### src/rtl/rtc_pkg.sv
package rtc_pkg;
  localparam int ADDR_W  = 4;
  localparam int DATA_W  = 32;
  localparam int N_FLAGS = 5;
  localparam int N_NV    = 4;
  localparam int N_ALM   = 5;
  localparam int FLD_W   = 7;

  typedef enum logic [ADDR_W-1:0] {
    A_CTRL = 4'd0, A_MODE = 4'd1, A_TIME = 4'd2, A_CAL = 4'd3,
    A_TALM = 4'd4, A_CALM = 4'd5, A_STAT = 4'd6, A_CLR = 4'd7,
    A_IEN = 4'd8, A_IDIS = 4'd9, A_IMASK = 4'd10, A_VALID = 4'd11
  } reg_addr_e;

  typedef struct packed {
    logic [6:0] hr;
    logic [6:0] mn;
    logic [6:0] sc;
  } tod_t;

  typedef struct packed {
    logic [6:0] cent;
    logic [6:0] yr;
    logic [3:0] mon;
    logic [2:0] dow;
    logic [4:0] date;
  } cal_t;

  function automatic logic [6:0] bcd2bin(input logic [7:0] v);
    return 7'(32'(v[7:4]) * 10 + 32'(v[3:0]));
  endfunction

  function automatic logic [7:0] bin2bcd(input logic [6:0] v);
    return {4'(v / 7'd10), 4'(v % 7'd10)};
  endfunction

  function automatic logic bcd_ok(input logic [7:0] v, input int lo, input int hi);
    return (v[7:4] <= 4'd9) && (v[3:0] <= 4'd9) &&
           (int'(bcd2bin(v)) >= lo) && (int'(bcd2bin(v)) <= hi);
  endfunction

  function automatic logic [4:0] mdays(input logic [3:0] mon, input logic [6:0] yr);
    case (mon)
      4'd2: return (yr[1:0] == 2'd0) ? 5'd29 : 5'd28;
      4'd4, 4'd6, 4'd9, 4'd11: return 5'd30;
      default: return 5'd31;
    endcase
  endfunction

  // returns {ok, hour in 24-hour binary}
  function automatic logic [7:0] dec_hour(input logic [5:0] hf, input logic pm, input logic h12);
    logic [6:0] b;
    logic [6:0] h;
    logic ok;
    b = bcd2bin({2'b0, hf});
    if (h12) begin
      ok = bcd_ok({2'b0, hf}, 1, 12);
      h  = (b == 7'd12) ? 7'd0 : b;
      if (pm) h = h + 7'd12;
    end else begin
      ok = bcd_ok({2'b0, hf}, 0, 23);
      h  = b;
    end
    return {ok, h};
  endfunction

  // returns {pm, BCD hour field}
  function automatic logic [6:0] enc_hour(input logic [6:0] hr24, input logic h12);
    logic [6:0] h;
    logic [7:0] b;
    logic pm;
    pm = 1'b0;
    h  = hr24;
    if (h12) begin
      pm = (hr24 >= 7'd12);
      if (pm) h = hr24 - 7'd12;
      if (h == 7'd0) h = 7'd12;
    end
    b = bin2bcd(h);
    return {pm, b[5:0]};
  endfunction
endpackage

### src/rtl/rtc_advance.sv
module rtc_advance
  import rtc_pkg::*;
(
  input  tod_t t_i,
  input  cal_t c_i,
  output tod_t t_o,
  output cal_t c_o,
  output logic min_roll_o,
  output logic hr_roll_o,
  output logic day_roll_o,
  output logic noon_o,
  output logic mon_roll_o,
  output logic yr_roll_o
);
  logic sec_w, min_w, hr_w, date_w, mon_w, yr_w;

  always_comb begin
    sec_w  = (t_i.sc == 7'd59);
    min_w  = (t_i.mn == 7'd59);
    hr_w   = (t_i.hr == 7'd23);
    date_w = (c_i.date == mdays(c_i.mon, c_i.yr));
    mon_w  = (c_i.mon == 4'd12);
    yr_w   = (c_i.yr == 7'd99);

    t_o.sc = sec_w ? 7'd0 : t_i.sc + 7'd1;
    t_o.mn = !sec_w ? t_i.mn : (min_w ? 7'd0 : t_i.mn + 7'd1);
    t_o.hr = !(sec_w && min_w) ? t_i.hr : (hr_w ? 7'd0 : t_i.hr + 7'd1);

    min_roll_o = sec_w;
    hr_roll_o  = sec_w && min_w;
    day_roll_o = sec_w && min_w && hr_w;
    noon_o     = sec_w && min_w && (t_i.hr == 7'd11);
    mon_roll_o = date_w;
    yr_roll_o  = date_w && mon_w;

    c_o      = c_i;
    c_o.dow  = (c_i.dow == 3'd7) ? 3'd1 : c_i.dow + 3'd1;
    c_o.date = date_w ? 5'd1 : c_i.date + 5'd1;
    if (date_w) begin
      c_o.mon = mon_w ? 4'd1 : c_i.mon + 4'd1;
      if (mon_w) begin
        c_o.yr = yr_w ? 7'd0 : c_i.yr + 7'd1;
        if (yr_w) c_o.cent = c_i.cent + 7'd1;
      end
    end
  end
endmodule

### src/rtl/rtc_alarm_cmp.sv
module rtc_alarm_cmp #(
  parameter int N_FIELDS = 5,
  parameter int FW       = 7
) (
  input  logic [N_FIELDS-1:0][FW-1:0] cur_i,
  input  logic [N_FIELDS-1:0][FW-1:0] ref_i,
  input  logic [N_FIELDS-1:0]         en_i,
  output logic                        hit_o
);
  logic [N_FIELDS-1:0] fld_ok;

  for (genvar g = 0; g < N_FIELDS; g++) begin : g_fld
    assign fld_ok[g] = !en_i[g] || (cur_i[g] == ref_i[g]);
  end

  assign hit_o = (|en_i) && (&fld_ok);
endmodule

### src/rtl/rtc_cal_core.sv
module rtc_cal_core
  import rtc_pkg::*;
#(
  parameter int RST_CENT = 20,
  parameter int RST_DOW  = 6
) (
  input  logic              clk,
  input  logic              rst_n,
  input  logic              tick,
  input  logic              bus_sel,
  input  logic              bus_wr,
  input  logic [ADDR_W-1:0] bus_addr,
  input  logic [DATA_W-1:0] bus_wdata,
  output logic [DATA_W-1:0] bus_rdata,
  output logic              irq
);
  logic upd_t, upd_c, h12;
  logic [1:0] tev_sel, cev_sel;
  tod_t tod_q, t_adv, t_dec, alm_t;
  cal_t cal_q, c_adv, c_dec, cal_nx;
  logic [3:0] alm_mon;
  logic [4:0] alm_date;
  logic [N_ALM-1:0]   alm_en;
  logic [N_FLAGS-1:0] stat, mask, set_v, clr_v;
  logic [N_NV-1:0]    nv;
  logic min_roll, hr_roll, day_roll, noon, mon_roll, yr_roll;
  logic run_t, cal_step, tev_hit, cev_hit, alm_hit;
  logic wr, wr_ctrl, wr_mode, wr_time, wr_cal, wr_talm, wr_calm;
  logic t_ok, c_ok, ta_ok, ca_ok;
  logic [7:0] hd;
  logic [6:0] eh_t, eh_a;
  logic [7:0] bs, bm, bh, bc, by, bmo, bd, bam, bad, bas, bamn;

  rtc_advance u_adv (
    .t_i(tod_q), .c_i(cal_q), .t_o(t_adv), .c_o(c_adv),
    .min_roll_o(min_roll), .hr_roll_o(hr_roll), .day_roll_o(day_roll),
    .noon_o(noon), .mon_roll_o(mon_roll), .yr_roll_o(yr_roll)
  );

  assign run_t    = tick && !upd_t;
  assign cal_step = run_t && day_roll && !upd_c;
  assign cal_nx   = cal_step ? c_adv : cal_q;

  rtc_alarm_cmp #(.N_FIELDS(N_ALM), .FW(FLD_W)) u_alm (
    .cur_i({{2'b0, cal_nx.date}, {3'b0, cal_nx.mon}, t_adv.hr, t_adv.mn, t_adv.sc}),
    .ref_i({{2'b0, alm_date}, {3'b0, alm_mon}, alm_t.hr, alm_t.mn, alm_t.sc}),
    .en_i(alm_en),
    .hit_o(alm_hit)
  );

  // write strobes
  assign wr      = bus_sel && bus_wr;
  assign wr_ctrl = wr && (bus_addr == A_CTRL);
  assign wr_mode = wr && (bus_addr == A_MODE);
  assign wr_time = wr && (bus_addr == A_TIME) && upd_t;
  assign wr_cal  = wr && (bus_addr == A_CAL) && upd_c;
  assign wr_talm = wr && (bus_addr == A_TALM);
  assign wr_calm = wr && (bus_addr == A_CALM);
  assign clr_v   = (wr && bus_addr == A_CLR) ? bus_wdata[N_FLAGS-1:0] : '0;

  // entry decode and range checks
  always_comb begin
    hd       = dec_hour(bus_wdata[21:16], bus_wdata[22], h12);
    t_dec.sc = bcd2bin({1'b0, bus_wdata[6:0]});
    t_dec.mn = bcd2bin({1'b0, bus_wdata[14:8]});
    t_dec.hr = hd[6:0];
    t_ok  = bcd_ok({1'b0, bus_wdata[6:0]}, 0, 59) && bcd_ok({1'b0, bus_wdata[14:8]}, 0, 59) && hd[7];
    ta_ok = (!bus_wdata[7]  || bcd_ok({1'b0, bus_wdata[6:0]}, 0, 59)) &&
            (!bus_wdata[15] || bcd_ok({1'b0, bus_wdata[14:8]}, 0, 59)) &&
            (!bus_wdata[23] || hd[7]);
    c_dec.cent = bcd2bin({2'b0, bus_wdata[5:0]});
    c_dec.yr   = bcd2bin(bus_wdata[15:8]);
    c_dec.mon  = 4'(bcd2bin({3'b0, bus_wdata[20:16]}));
    c_dec.dow  = bus_wdata[23:21];
    c_dec.date = 5'(bcd2bin({2'b0, bus_wdata[29:24]}));
    c_ok  = bcd_ok({2'b0, bus_wdata[5:0]}, 19, 20) && bcd_ok(bus_wdata[15:8], 0, 99) &&
            bcd_ok({3'b0, bus_wdata[20:16]}, 1, 12) && (bus_wdata[23:21] != 3'd0) &&
            bcd_ok({2'b0, bus_wdata[29:24]}, 1, int'(mdays(c_dec.mon, c_dec.yr)));
    ca_ok = (!bus_wdata[23] || bcd_ok({3'b0, bus_wdata[20:16]}, 1, 12)) &&
            (!bus_wdata[31] || bcd_ok({2'b0, bus_wdata[29:24]}, 1, 31));
  end

  // event selection
  always_comb begin
    case (tev_sel)
      2'd0:    tev_hit = min_roll;
      2'd1:    tev_hit = hr_roll;
      2'd2:    tev_hit = day_roll;
      default: tev_hit = noon;
    endcase
    case (cev_sel)
      2'd0:    cev_hit = (c_adv.dow == 3'd1);
      2'd1:    cev_hit = mon_roll;
      2'd2:    cev_hit = yr_roll;
      default: cev_hit = 1'b0;
    endcase
    set_v = {cal_step && cev_hit, run_t && tev_hit, run_t, run_t && alm_hit,
             tick && (upd_t || upd_c)};
  end

  always_ff @(posedge clk or negedge rst_n) begin
    if (!rst_n) begin
      upd_t    <= 1'b0;
      upd_c    <= 1'b0;
      tev_sel  <= 2'd0;
      cev_sel  <= 2'd0;
      h12      <= 1'b0;
      tod_q    <= '0;
      cal_q    <= '{cent: 7'(RST_CENT), yr: 7'd0, mon: 4'd1, dow: 3'(RST_DOW), date: 5'd1};
      alm_t    <= '0;
      alm_mon  <= '0;
      alm_date <= '0;
      alm_en   <= '0;
      stat     <= '0;
      mask     <= '0;
      nv       <= '0;
    end else begin
      if (wr_ctrl) begin
        upd_t   <= bus_wdata[0];
        upd_c   <= bus_wdata[1];
        tev_sel <= bus_wdata[9:8];
        cev_sel <= bus_wdata[17:16];
      end
      if (wr_mode) h12 <= bus_wdata[0];
      if (run_t) tod_q <= t_adv;
      else if (wr_time && t_ok) tod_q <= t_dec;
      if (cal_step) cal_q <= c_adv;
      else if (wr_cal && c_ok) cal_q <= c_dec;
      if (wr_time) nv[0] <= !t_ok;
      if (wr_cal)  nv[1] <= !c_ok;
      if (wr_talm) begin
        nv[2] <= !ta_ok;
        if (ta_ok) begin
          alm_t       <= t_dec;
          alm_en[2:0] <= {bus_wdata[23], bus_wdata[15], bus_wdata[7]};
        end
      end
      if (wr_calm) begin
        nv[3] <= !ca_ok;
        if (ca_ok) begin
          alm_mon     <= 4'(bcd2bin({3'b0, bus_wdata[20:16]}));
          alm_date    <= 5'(bcd2bin({2'b0, bus_wdata[29:24]}));
          alm_en[4:3] <= {bus_wdata[31], bus_wdata[23]};
        end
      end
      stat <= (stat & ~clr_v) | set_v;
      if (wr && bus_addr == A_IEN)  mask <= mask | bus_wdata[N_FLAGS-1:0];
      if (wr && bus_addr == A_IDIS) mask <= mask & ~bus_wdata[N_FLAGS-1:0];
    end
  end

  assign irq = |(stat & mask);

  // read path: binary to BCD and 12/24-hour presentation
  always_comb begin
    eh_t = enc_hour(tod_q.hr, h12);
    eh_a = enc_hour(alm_t.hr, h12);
    bs   = bin2bcd(tod_q.sc);
    bm   = bin2bcd(tod_q.mn);
    bh   = bin2bcd(cal_q.cent);
    bc   = bin2bcd({2'b0, cal_q.date});
    by   = bin2bcd(cal_q.yr);
    bmo  = bin2bcd({3'b0, cal_q.mon});
    bas  = bin2bcd(alm_t.sc);
    bamn = bin2bcd(alm_t.mn);
    bam  = bin2bcd({3'b0, alm_mon});
    bad  = bin2bcd({2'b0, alm_date});
    bd   = '0;
    case (bus_addr)
      A_CTRL:  bus_rdata = {14'b0, cev_sel, 6'b0, tev_sel, 6'b0, upd_c, upd_t};
      A_MODE:  bus_rdata = {31'b0, h12};
      A_TIME:  bus_rdata = {9'b0, eh_t[6], eh_t[5:0], 1'b0, bm[6:0], 1'b0, bs[6:0]};
      A_CAL:   bus_rdata = {2'b0, bc[5:0], cal_q.dow, bmo[4:0], by, 2'b0, bh[5:0]};
      A_TALM:  bus_rdata = {8'b0, alm_en[2], eh_a[6], eh_a[5:0], alm_en[1], bamn[6:0],
                            alm_en[0], bas[6:0]};
      A_CALM:  bus_rdata = {alm_en[4], 1'b0, bad[5:0], alm_en[3], 2'b0, bam[4:0], 16'b0};
      A_STAT:  bus_rdata = {27'b0, stat};
      A_IMASK: bus_rdata = {27'b0, mask};
      A_VALID: bus_rdata = {28'b0, nv};
      default: bus_rdata = {24'b0, bd};
    endcase
  end
endmodule

### config.mk
export PLATFORM = sky130hd
export DESIGN_NAME = rtc_cal_core
export DESIGN_NICKNAME = d
export VERILOG_FILES = /design/src/rtl/rtc_pkg.sv /design/src/rtl/rtc_advance.sv /design/src/rtl/rtc_alarm_cmp.sv /design/src/rtl/rtc_cal_core.sv
export SDC_FILE = /design/constraint.sdc
export NUM_CORES = 1
export LEC_CHECK = 0
export ABC_AREA = 0
export BUFFER_PORTS_ARGS = -buffer_cell sky130_fd_sc_hd__buf_2
export CORE_MARGIN = 4
export CORE_UTILIZATION = 65
export DETAILED_ROUTE_END_ITERATION = 16
export GPL_TIMING_DRIVEN = 1
export PLACE_DENSITY = 0.9
export SLEW_MARGIN = 20
export SYNTH_ARGS = -nofsm -noshare
export SYNTH_HDL_FRONTEND = slang
export SYNTH_SLANG_ARGS = --single-unit
### constraint.sdc
create_clock -name clk -period 16.9 [get_ports clk]
set_clock_uncertainty 0.15 [all_clocks]
set_input_delay 3.38 -clock clk [delete_from_list [all_inputs] [get_ports clk]]
set_output_delay 3.38 -clock clk [all_outputs]
set_load 0.005 [all_outputs]
Word level (Yosys, flattened, before mapping) --
Cells that the tools add are included.
Storage, ports and cells: register bits after elaboration 103, latch bits 0, RAM bits 0, bits in read-only memories 0, output and inout bits 33, memories 0
Cells by class: add/sub/neg operators 18, multipliers 7, div/mod/pow operators 24, $lt $le $gt $ge 25, equal/unequal tests 40, shift-type cells 0, muxes and demuxes 41, bitwise gates (word level) 7, reductions and logical operators 98
Operators by type and width (count):
- 32-bit case mux with 9 select lines | 1
- 7-bit 2-to-1 mux | 18
- 7-bit by 4-bit divider with 7-bit output, second input constant | 8
- 7-bit by 4-bit remainder unit with 7-bit output, second input constant | 8
- 1-bit logical AND | 54
- 26-bit 2-to-1 mux | 2
- 21-bit 2-to-1 mux | 2
- 4-bit equality test, second input constant | 9
- 7-bit by 1-bit adder with 7-bit output, second input constant | 5
- 4-bit by 3-bit equality test with 1-bit output, second input constant | 8
- 6-bit by 4-bit adder with 7-bit output | 3
- 7-bit by 4-bit adder with 7-bit output | 3
- 7-bit equality test | 3
- 7-bit by 1-bit >= comparator with 1-bit output, second input constant | 3
- 7-bit by 5-bit <= comparator with 1-bit output, second input constant | 3
- 4-bit <= comparator, second input constant | 5
- 5-bit 2-to-1 mux | 4
- 5-bit case mux with 2 select lines | 2
- 18-bit 2-to-1 mux | 1
- 4-bit by 2-bit equality test with 1-bit output, second input constant | 4
- 5-bit bitwise AND | 3
- 1-bit logical NOT | 15
- 2-bit by 3-bit multiplier with 5-bit output, second input constant | 3
- 4-bit by 4-bit divider with 7-bit output, second input constant | 2
- other kinds (49) | 91

Longest topological paths before layout --
Gate-level depths: netlist (run 1).
word-level depth 12, mapped depth 20, gate-level depth less buffers 19

Hierarchy --
A second synthesis (run 1) with hierarchy kept.
Unflattened totals: cells, all modules 1457, area total of the unflattened synthesis 11315.9 µm²
By module, submodules not included:
- rtc_cal_core | instances 1, cells each 1226, area each 9611.7 µm², sequential area each 2585.0 µm²
- rtc_advance | instances 1, cells each 181, area each 1270.0 µm², sequential area each 0.0 µm²
- rtc_alarm_cmp | instances 1, cells each 50, area each 434.2 µm², sequential area each 0.0 µm²

Least setup slack after synthesis (run 1) --
No wires, ideal clock.
kind input to output, start point in bus_addr[3], end point out bus_rdata[4], arrival 6.849 ns, required time 13.370 ns, path slack 6.521 ns, stages on the path 18, buffers on the path 4, path through buf_2 -> nor4b_4 -> buf_4 -> buf_2 -> mux2i_1 -> clkbuf_1 -> nor2b_1 -> nor2_1 -> ha_1 -> a31oi_1 -> maj3_1 -> o21a_1 -> a21oi_2 -> ha_1 -> nand2_1 -> a211oi_1 -> o221ai_1 -> a31o_1
On the way: word-level cells in the longest chain between the ends 2
Ends and longest elaborated chain:
- start, declared | RTL line rtc_cal_core.sv:12 | input logic [ADDR_W-1:0] bus_addr,
- 4-bit equality test (tied with other cells) | RTL line rtc_cal_core.sv:169 | case (bus_addr)
- 32-bit case mux with 9 select lines (*) | RTL line rtc_cal_core.sv:169
- end, declared | RTL line rtc_cal_core.sv:14 | output logic [DATA_W-1:0] bus_rdata,
Every way passes the cells marked *; elsewhere a longest branch is shown, timed or not.

Worst setup path after layout (run 1) --
start point in bus_addr[3], end point out bus_rdata[10]
The elaborated chain is that of the path after synthesis.

==> results of run 1 <==
==> per-layer routing <==
metal / GRT usage [%] / vias up / wire length, µm
met3: 7.58 / 149 / 4260
met4: 14.7 / 0 / 1720
met1: 46.0 / 5562 / 13600
li1: - / 5377 / -
met5: 0 / - / 0
met2: 52.6 / 870 / 15200
==> cell families (layout without fill, tap and decap cells) <==
kind of cell / after synthesis / after routing / synth area share (%)
buf+inv: 151 / 162 / 5.60
xor+xnor: 68 / 68 / 5.24
simple gates: 508 / 508 / 23.2
fa+ha+maj: 71 / 71 / 8.08
mux: 72 / 72 / 6.80
other cells: 1 / 1 / 0.0330
flops: 103 / 103 / 22.7
compound gates: 468 / 468 / 28.3
==> final cells by class <==
| class | count | share of cell area [%] |
|---|---|---|
| flip-flops and latches | 103 | 21.4 |
| inverters | 64 | 1.99 |
| multi-input cells | 1188 | 67.8 |
| well taps | 225 | 2.33 |
| clock buffers | 9 | 1.86 |
| repair buffers | 83 | 3.71 |
| clock inverters | 6 | 0.911 |
==> worst paths after layout <==
kind / startpoint / cells after the start / slack (ps) / to
setup / recovery: bus_addr[3] / 19 / 5430 / bus_rdata[10]
hold / removal: nv[1] / 2 / 370 / nv[1]
setup reg to reg: tod_q[0] / 11 / 12130 / stat[1]
hold reg to reg: nv[1] / 2 / 370 / nv[1]
max in group asynchronous: rst_n / 2 / 12520 / tod_q[15]
min in group asynchronous: rst_n / 1 / 2830 / cal_q[25]
==> through the flow <==
stage / area (µm²) / hold WS [ps] / power [mW]
floorplan: 11400 / 307 / 0.741
global placement: 11700 / 328 / 0.850
detailed placement: 11700 / 343 / 0.873
CTS: 12100 / 359 / 1.12
global route: 12100 / 385 / 1.20
finish: 12100 / 370 / 1.13
==> report_power, final <==
| group | internal, mW | total, mW | switching, mW |
|---|---|---|---|
| registers | 0.281 | 0.353 | 0.0724 |
| clock network | 0.144 | 0.243 | 0.0989 |
| logic | 0.222 | 0.539 | 0.317 |
==> worst max-delay path, delay by kind of cell <==
family | cells | cell delay [ps]
simple gates | 3 | 1070
fa+ha+maj | 2 | 430
compound gates | 7 | 1310
xor+xnor | 2 | 350
buf+inv | 5 | 1400
==> layout by cell type, fill, tap and decap left out, types with 14 or more instances in the layout <==
master      n
mux2i_1    32
a31oi_1    27
a211oi_1   16
a22oi_1    23
mux2_2     31
a21o_1     15
dfrtp_1    97
nand3_1    39
nand2b_1   14
xor2_1     29
a221o_1    16
inv_1      62
nor3_1     39
and3_1     23
nand2_1   139
a21oi_1    95
o21ai_1    24
ha_1       63
nor2b_1    21
buf_2      70
xnor2_1    39
o21ai_0    95
o22ai_1    21
nor2_1    111
and2_1     14
==> registers in the layout, summed over array words and instances (netlist names), named ones only <==
register and count:
upd_c 1, alm_en 5, stat 5, alm_date 5, upd_t 1, alm_mon 4
nv 4, cev_sel 2, cal_q 26, tev_sel 2, alm_t 21, h12 1
tod_q 21
==> flow_summary_export.csv, run 1 <==
group,metric,value,unit
timing,max_freq,0.0872,GHz
placement,dp_hpwl,25.4,mm
critical_path,cp.arrival,7940,ps
critical_path,cp_slowest_stage_delay,590,ps
cells_and_area,fin_util,70.1,%
floorplanning,die_h,140,µm
timing,setup_slack,5430,ps
placement,dp_slack,5570,ps
timing,period_needed,11470,ps
yosys,ys_types,109,
yosys,synth_area,11400,µm²
yosys,yosys.area.top_type_share,21.3,%
critical_path,crit_slowest_cell,"clkinv_1",
global_routing,grt_pass1_wl,55.1,mm
cts,clock_latency,360,ps
cells_and_area,syn_to_final_growth,6.23,%
yosys,synth_edf_count,0,
detailed_routing,drc_errors,0,
yosys,synth.ff_latch_count,103,
cts,cts_hold_buf,0,
detailed_routing,firstDrtPassIters,8,
run_status,status,"complete, no violations",
cts,clk_pin_slew_worst_paths,70,ps
floorplanning,fp.dieArea,19700,µm²
placement,numPortBuffers,71,
placement,place_inst,1663,
cells_and_area,register_area,2580,µm²
yosys,synth_area_leaders,"dfrtp_1, ha_1, nand2_1",
cts,post_cts_resized,0,
critical_path,crit_path_start_kind,"input pin",
detailed_routing,ant_nets,0,
global_routing,grt_max_degree,67,
power_and_ir_drop,ir_worst_vdd,0.0000615,V
critical_path,crit_type,"input pin to output pin",
cells_and_area,multiInputGateArea,8190,µm²
yosys,synthArstFlopShare,100,%
timing,hold_violations,0,
detailed_routing,vias_per_cell,7.13,
yosys,synth_commonest_cells,"nand2_1, nor2_1, dfrtp_1",
yosys,syn-num-nets,1551,
floorplanning,io_pins,74,
yosys,synth.most_common_cell,"nand2_1",
detailed_routing,via_count,12000,
timing,final-setup-viol-count,0,
detailed_routing,wire_per_inst,20.8,µm
global_routing,grt-ovfl-total,0,
cts,clockBufferDepth,2,
critical_path,crit_path_end_kind,"output pin",
global_routing,grt_use_total,34.0,%
critical_path,cp_max_fo,27,
placement,place_congestion,1.04,
detailed_routing,drt-total-wl,34.8,mm
yosys,syn_inst,1442,
cells_and_area,finalNetCount,1558,
cts,cts_made_buffers,9,
cts,cts.sinks,103,
yosys,yosysSeqAreaShare,22.7,%
floorplanning,initial_core_util,66.0,%
yosys,ys.flop_type,"dfrtp_1",
yosys,ys_warn_count,0,
cts,cts_tree,"done",
timing,worst_pin_slew,1090,ps
hold_path,min_path_type,"flop to flop",
timing,max_slew_margin,26.4,%
floorplanning,die_width,140,µm
power_and_ir_drop,power_density,93.9,nW/µm²
yosys,avgSynthCellArea,7.89,µm²
timing,final_max_slew_viol_count,0,
floorplanning,core_area,17200,µm²
cts,cts_setup_buffers,0,
critical_path,cp_data_required_time,13370,ps
power_and_ir_drop,p_leak,5.12,nW
floorplanning,core.rowCount,48,
cells_and_area,fillers,1296,
cts,cts-root-buf,"clkbuf_16",
timing,setup_tns,0,ps
global_routing,first_global_vias,10800,
yosys,yosys.area.top_type,"dfrtp_1",
run,cap_violations,0,
cells_and_area,antennaDiodeCount,0,
critical_path,crit_chain,"buf_2, clkinv_1, o21ai_4, a2bb2oi_1, nor2_1, xnor2_1, a21oi_1, inv_1, ha_1, inv_1, a31oi_1, a31oi_1, nor3_2, xnor2_1, ha_1, o21ai_1, or3_1, a21oi_1, buf_2",
timing,rsz0062_at_grt,"no",
detailed_routing,drtIter0Drc,1505,
timing,fin_crit_sh,67.9,%
cells_and_area,final_cells,1678,
cts,htree_levels,3,
cells_and_area,drive_gt1_share,12.7,%
global_routing,antenna_found_initial,0,
(Power assumes the default switching activity.)
==> inputs of run 2 (changes only) <==
--- a/config.mk
+++ b/config.mk
@@ -8,10 +8,10 @@
 export ABC_AREA = 0
 export BUFFER_PORTS_ARGS = -buffer_cell sky130_fd_sc_hd__buf_2
 export CORE_MARGIN = 4
-export CORE_UTILIZATION = 65
+export CORE_UTILIZATION = 57
 export DETAILED_ROUTE_END_ITERATION = 16
 export GPL_TIMING_DRIVEN = 1
-export PLACE_DENSITY = 0.9
+export PLACE_DENSITY = 0.84
 export SLEW_MARGIN = 20
 export SYNTH_ARGS = -nofsm -noshare
 export SYNTH_HDL_FRONTEND = slang
==> constraint.sdc (replaced) <==
create_clock -name clk -period 10 [get_ports clk]
set_clock_uncertainty 0.15 [all_clocks]
set_input_delay 2 -clock clk [delete_from_list [all_inputs] [get_ports clk]]
set_output_delay 2 -clock clk [all_outputs]
set_load 0.005 [all_outputs]
==> run 2 against run 1 <==
Net effect:
- count of clock-buffer cells in the layout is 2 higher
- wire length is 0.96% lower
- core utilization is 8.0 points lower
- critical path depth stayed put
- worst hold slack worse by 20 ps
- first-iteration DRC count is 4.6% lower
- global-route usage is 3.4 points lower
- die area is 13% higher
- non-clock buffer count is 2 higher
- largest cell class unchanged
==> flow_summary_export.csv, run 2 (synthesis gave the netlist of run 1 again) <==
group,metric,value,unit
power_and_ir_drop,power.total,1.89,mW
power_and_ir_drop,switching_share,43.1,%
detailed_routing,maxUsedRoutingLayer,"met4",
timing,max_freq,0.113,GHz
floorplanning,core_area,19500,µm²
cells_and_area,antennaDiodeCount,0,
global_routing,antenna_found_initial,0,
power_and_ir_drop,seqPwrFrac,31.7,%
placement,numPortBuffers,71,
cts,htree_levels,3,
detailed_routing,ant_nets,0,
detailed_routing,drt-total-wl,34.5,mm
global_routing,grt_use_total,30.7,%
detailed_routing,drc_errors,0,
cells_and_area,largest_register,"cal_q",
cts,clk_pin_slew_worst_paths,70,ps
floorplanning,die_width,149,µm
timing,max_slew_margin,34.4,%
run_status,status,"complete, no violations",
power_and_ir_drop,internal_power,1.07,mW
cts,cts_setup_buffers,0,
cts,clock_latency,360,ps
cts,clockBufferDepth,2,
detailed_routing,drt-met1-wl,14.4,mm
timing,hold_violations,0,
floorplanning,initial_core_util,58.2,%
timing,hold_slack,351,ps
cells_and_area,final_common_cell,"nand2_1",
detailed_routing,vias_per_cell,6.82,
cts,post_cts_resized,0,
critical_path,r2r_slack,5230,ps
critical_path,cp_max_fo,24,
power_and_ir_drop,clkPwrFrac,20.9,%
cts,cts_tree,"done",
critical_path,crit_type,"input pin to output pin",
hold_path,min_path_type,"flop to flop",
detailed_routing,wl_met2,15.3,mm
floorplanning,io_pins,74,
floorplanning,fp.dieArea,22300,µm²
critical_path,crit_path_end_kind,"output pin",
floorplanning,core.rowCount,51,
critical_path,cp.arrival,6690,ps
cts,cts_made_buffers,9,
timing,period_needed,8840,ps
power_and_ir_drop,p_sw,0.813,mW
global_routing,grt_max_degree,71,
timing,rsz0062_at_grt,"no",
cells_and_area,largest_reg_flops,26,
cts,cts-root-buf,"clkbuf_16",
detailed_routing,wire_per_inst,20.0,µm
global_routing,first_global_vias,10500,
timing,final-setup-viol-count,0,
power_and_ir_drop,power_density,156,nW/µm²
run,cap_violations,0,
placement,dp_hpwl,26.0,mm
cells_and_area,final_cell_mix,"nand2_1, nor2_1, dfrtp_1",
global_routing,grt_pass1_wl,55.8,mm
global_routing,grt-ovfl-total,0,
timing,worst_pin_slew,959,ps
cells_and_area,final_cells,1721,
floorplanning,die_h,149,µm
placement,place_inst,1705,
critical_path,crit_path_start_kind,"input pin",
placement,place_congestion,0.988,
critical_path,cp_data_required_time,7850,ps
cts,cts_hold_buf,0,
detailed_routing,firstDrtPassIters,6,
power_and_ir_drop,ir_worst_vdd,0.0000904,V
timing,fin_crit_sh,88.4,%
power_and_ir_drop,p_leak,5.13,nW
detailed_routing,drtIter0Drc,1436,
cells_and_area,finalNetCount,1560,
cts,cts.sinks,103,
detailed_routing,wl_met3,3.28,mm
timing,setup_tns,0,ps
cells_and_area,drive_gt1_share,12.7,%
cells_and_area,syn_to_final_growth,6.61,%
detailed_routing,via_count,11700,
cells_and_area,top_regs,"cal_q: 26 flops, alm_t: 21 flops, tod_q: 21 flops",
power_and_ir_drop,comb_power_share,47.4,%
timing,final_max_slew_viol_count,0,
run 2: cell types whose count changed in the layout (fill, tap and decap cells not counted), sizes merged:
cell | before | now
buf | 83 | 85
bufinv | 3 | 2
clkbuf | 9 | 11
clkinv | 2 | 3
clkinvlp | 2 | 1
run 2: final cells by class:
cell class | instances | area (µm²)
timing repair buffer | 85 | 463
multi-input combinational | 1188 | 8180
inverter | 64 | 240
clock buffer | 11 | 243
clock inverter | 5 | 81.3
fill | 1714 | 7400
tap | 265 | 332
sequential | 103 | 2580
run 2: final timing paths:
kind	from	end	cells after the start
setup / recovery	bus_addr[0]	bus_rdata[10]	19
hold / removal	nv[1]	nv[1]	2
setup reg to reg	tod_q[0]	stat[1]	11
hold reg to reg	nv[1]	nv[1]	2
max in group asynchronous	rst_n	tod_q[5]	2
min in group asynchronous	rst_n	alm_date[3]	1
run 2: power groups by stage:
stage / combinational [mW] / sequential (mW) / clock, mW
after floorplan: 0.718 / 0.534 / 0
after global placement: 0.846 / 0.597 / 0
after detailed placement: 0.874 / 0.601 / 0
after CTS: 0.880 / 0.592 / 0.393
after global routing: 0.998 / 0.607 / 0.410
final: 0.895 / 0.598 / 0.394
run 2: worst max-delay path, cell delays in order:
cell and delay (ps):
buf_2 410, and3b_1 710, o21ai_4 320, a22oi_2 490, nor3_1 120, a211oi_1 230, a21oi_1 110, inv_1 110
ha_1 220, inv_1 60, a31oi_1 210, a31oi_1 80, nor3_2 320, xnor2_1 190, ha_1 220, o21ai_1 140
or3_1 370, a21oi_1 210, buf_2 160
run 2: per-stage QoR:
step	area [µm²]	setup slack [ps]	utilization [%]
floorplan	11400	2380	-
global placement	11800	1460	60.4
detailed placement	11800	1240	60.4
CTS	12100	1230	62.1
global route	12100	817	62.1
finish	12100	1160	62.1
run 2: layer usage:
layer	vias up	global-route usage [%]
li1	5398	-
met4	0	12.4
met1	5557	43.2
met3	117	5.07
met5	-	0
met2	662	47.0
==> inputs of run 3 (changes only) <==
--- a/config.mk
+++ b/config.mk
@@ -15,4 +15,5 @@
 export SLEW_MARGIN = 20
 export SYNTH_ARGS = -nofsm -noshare
 export SYNTH_HDL_FRONTEND = slang
+export SYNTH_HIERARCHICAL = 1
 export SYNTH_SLANG_ARGS = --single-unit
==> run 3 against run 2 <==
Net effect:
- register-to-register slack improved by 610 ps
- sequential power fell by 2%
- via count fell by 1.1%
- critical path depth rose by 4
- area after synthesis fell by 0.50%
- core utilization rose by 0.17 points
- synthesized cell count rose by 1.0%
- flip-flop and latch count did not move
- critical endpoint is now bus_rdata[18]
==> flow_summary_export.csv, run 3 <==
group,metric,value,unit
run_status,status,"complete, no violations",
hold_path,whs_path_depth,2,
timing,final-setup-viol-count,0,
yosys,synth_area,11300,µm²
critical_path,crit_chain,"buf_2, or4b_1, o22ai_1, nand3_1, nor2_1, nor2_1, ha_1, nand3_1, mux2i_1, or4_4, inv_1, ha_1, inv_1, a31oi_1, a221oi_1, and3_2, nor3_2, xnor2_1, ha_1, o221a_4, o211a_1, a211oi_2, buf_2",
yosys,avgSynthCellArea,7.77,µm²
global_routing,antenna_found_initial,0,
global_routing,grt_use_met3,6.08,%
cts,htree_levels,3,
critical_path,crit_type,"input pin to output pin",
cells_and_area,fin_util,62.3,%
yosys,syn_inst,1457,
cells_and_area,finalNetCount,1610,
timing,final_max_slew_viol_count,0,
timing,max_freq,0.106,GHz
yosys,yosys.area.top_type,"dfrtp_1",
power_and_ir_drop,p_leak,5.40,nW
detailed_routing,drc_errors,0,
detailed_routing,drtIter0Drc,1337,
run,cap_violations,0,
hold_path,min_path_type,"flop to flop",
placement,place_inst,1759,
yosys,synth.ff_latch_count,103,
power_and_ir_drop,power_density,162,nW/µm²
critical_path,r2r_cells,15,
yosys,synth_area_leaders,"dfrtp_1, nand2_1, ha_1",
cells_and_area,final_cell_mix,"nand2_1, nor2_1, o21ai_0, dfrtp_1, a21oi_1",
global_routing,first_global_vias,10500,
detailed_routing,vias_per_cell,6.54,
global_routing,grt_max_degree,69,
floorplanning,fp.dieArea,22200,µm²
floorplanning,initial_core_util,58.0,%
cts,post_cts_resized,0,
detailed_routing,ant_nets,0,
cts,cts_made_buffers,9,
cells_and_area,largest_register,"cal_q",
timing,rsz0062_at_grt,"no",
critical_path,cpMostUsedCell,"ha_1",
critical_path,cp_max_fo,15,
cts,cts.sinks,103,
cells_and_area,final_cells,1774,
critical_path,cp_slowest_stage_delay,600,ps
floorplanning,core.rowCount,51,
detailed_routing,drt-total-wl,34.1,mm
yosys,ys_warn_count,6,
critical_path,cp.arrival,7270,ps
timing,worst_pin_slew,1050,ps
timing,fin_crit_sh,94.2,%
cts,clockBufferDepth,2,
detailed_routing,firstDrtPassIters,6,
cells_and_area,syn_to_final_growth,7.43,%
yosys,synth.most_common_cell,"nand2_1",
power_and_ir_drop,ir_worst_vdd,0.000143,V
critical_path,crit_cells,23,
floorplanning,io_pins,74,
critical_path,crit_path_start_kind,"input pin",
cells_and_area,drive_gt1_share,13.0,%
global_routing,grt-ovfl-total,0,
yosys,yosys.area.top_type_share,21.5,%
global_routing,gr-usage-met2,47.2,%
cts,cts_setup_buffers,0,
placement,dp_hpwl,25.5,mm
floorplanning,core_area,19500,µm²
timing,period_needed,9420,ps
floorplanning,die_width,149,µm
critical_path,crit_path_end_kind,"output pin",
cts,clock_latency,360,ps
cells_and_area,final_common_cell,"nand2_1",
critical_path,crit_buf_inv,4,
global_routing,grt_pass1_wl,54.7,mm
critical_path,cp_data_required_time,7850,ps
global_routing,grt_busiest_layer,"met2",
yosys,synth_commonest_cells,"nand2_1, nor2_1, dfrtp_1, o21ai_0, a21oi_1",
cts,clk_pin_slew_worst_paths,70,ps
cells_and_area,largest_reg_flops,26,
cts,cts_tree,"done",
critical_path,crit_family,"simple AND/OR/NAND/NOR gates",
yosys,ys_types,113,
global_routing,grtUsageMet1,41.6,%
critical_path,crit_slowest_cell,"or4b_1",
yosys,ys.flop_type,"dfrtp_1",
cts,cts-root-buf,"clkbuf_16",
cts,cts_hold_buf,0,
placement,place_congestion,0.954,
yosys,synthArstFlopShare,100,%
detailed_routing,via_count,11600,
yosys,yosysSeqAreaShare,22.8,%
yosys,synth_edf_count,0,
timing,max_slew_margin,29.6,%
floorplanning,die_h,149,µm
timing,hold_violations,0,
cells_and_area,antennaDiodeCount,0,
timing,setup_tns,0,ps
placement,numPortBuffers,71,
cells_and_area,top_regs,"cal_q: 26 flops, alm_t: 21 flops, tod_q: 21 flops",
global_routing,grt_use_total,30.3,%
detailed_routing,wire_per_inst,19.2,µm
[run 3: final timing paths]
path / startpoint / end / slack, ps
min in group asynchronous: rst_n / stat[0] / 1450
max in group asynchronous: rst_n / tod_q[3] / 6970
hold / removal: cal_q[7] / cal_q[7] / 330
setup reg to reg: tod_q[0] / stat[1] / 5840
setup / recovery: bus_addr[3] / bus_rdata[18] / 580
hold reg to reg: cal_q[7] / cal_q[7] / 330
[run 3: worst register-to-register path: cells and delay by family, from the launching register on]
family / cells / cell delay [ps]
AND/OR/NAND/NOR: 10 / 2190
adder cells (fa/ha/maj): 1 / 240
buffers and inverters: 1 / 400
AO/OA/AOI/OAI: 2 / 450
flip-flops: 1 / 510
XOR/XNOR: 1 / 160
[run 3: final cells by class]
cell class	instances	area [µm²]
clock buffers	14	254
clock inverters	1	30.0
fillers	1691	7370
inverters	70	269
multi-input cells	1231	8190
flip-flops and latches	103	2580
well taps	265	332
repair buffers	90	500
[run 3: logic make-up (layout without fill, tap and decap cells)]
kind of cell / after synthesis / after routing / synth area share, %
AO/OA/AOI/OAI: 427 / 427 / 26.3
XOR/XNOR: 86 / 86 / 6.66
adder cells (fa/ha/maj): 66 / 66 / 7.59
buffers and inverters: 133 / 175 / 5.36
flip-flops: 103 / 103 / 22.8
multiplexers: 59 / 59 / 5.76
other: 1 / 11 / 0.0331
AND/OR/NAND/NOR: 582 / 582 / 25.5
[run 3: per-layer routing]
layer | vias to the layer above | share of wire (%)
li1 | 5419 | -
met2 | 639 | 45
met3 | 93 | 9.5
met4 | 0 | 3.3
met1 | 5452 | 43
met5 | - | 0
[run 3: through the flow]
step                hold WS, ps  instance area [µm²]  setup slack (ps)  total power, mW
CTS                         332                12200               609             1.95
global route                359                12200               125             2.11
finish                      334                12200               579             1.97
detailed placement          322                11900               626             1.59
global placement            312                11900               890             1.55
floorplan                   301                11400              1330             1.35
[run 3: report_power, final]
| group | leakage, nW | switching [mW] | internal [mW] |
|---|---|---|---|
| Combinational | 3.97 | 0.588 | 0.432 |
| Clock | 0.137 | 0.161 | 0.201 |
| Sequential | 1.30 | 0.114 | 0.475 |
| Total | 5.40 | 0.863 | 1.11 |
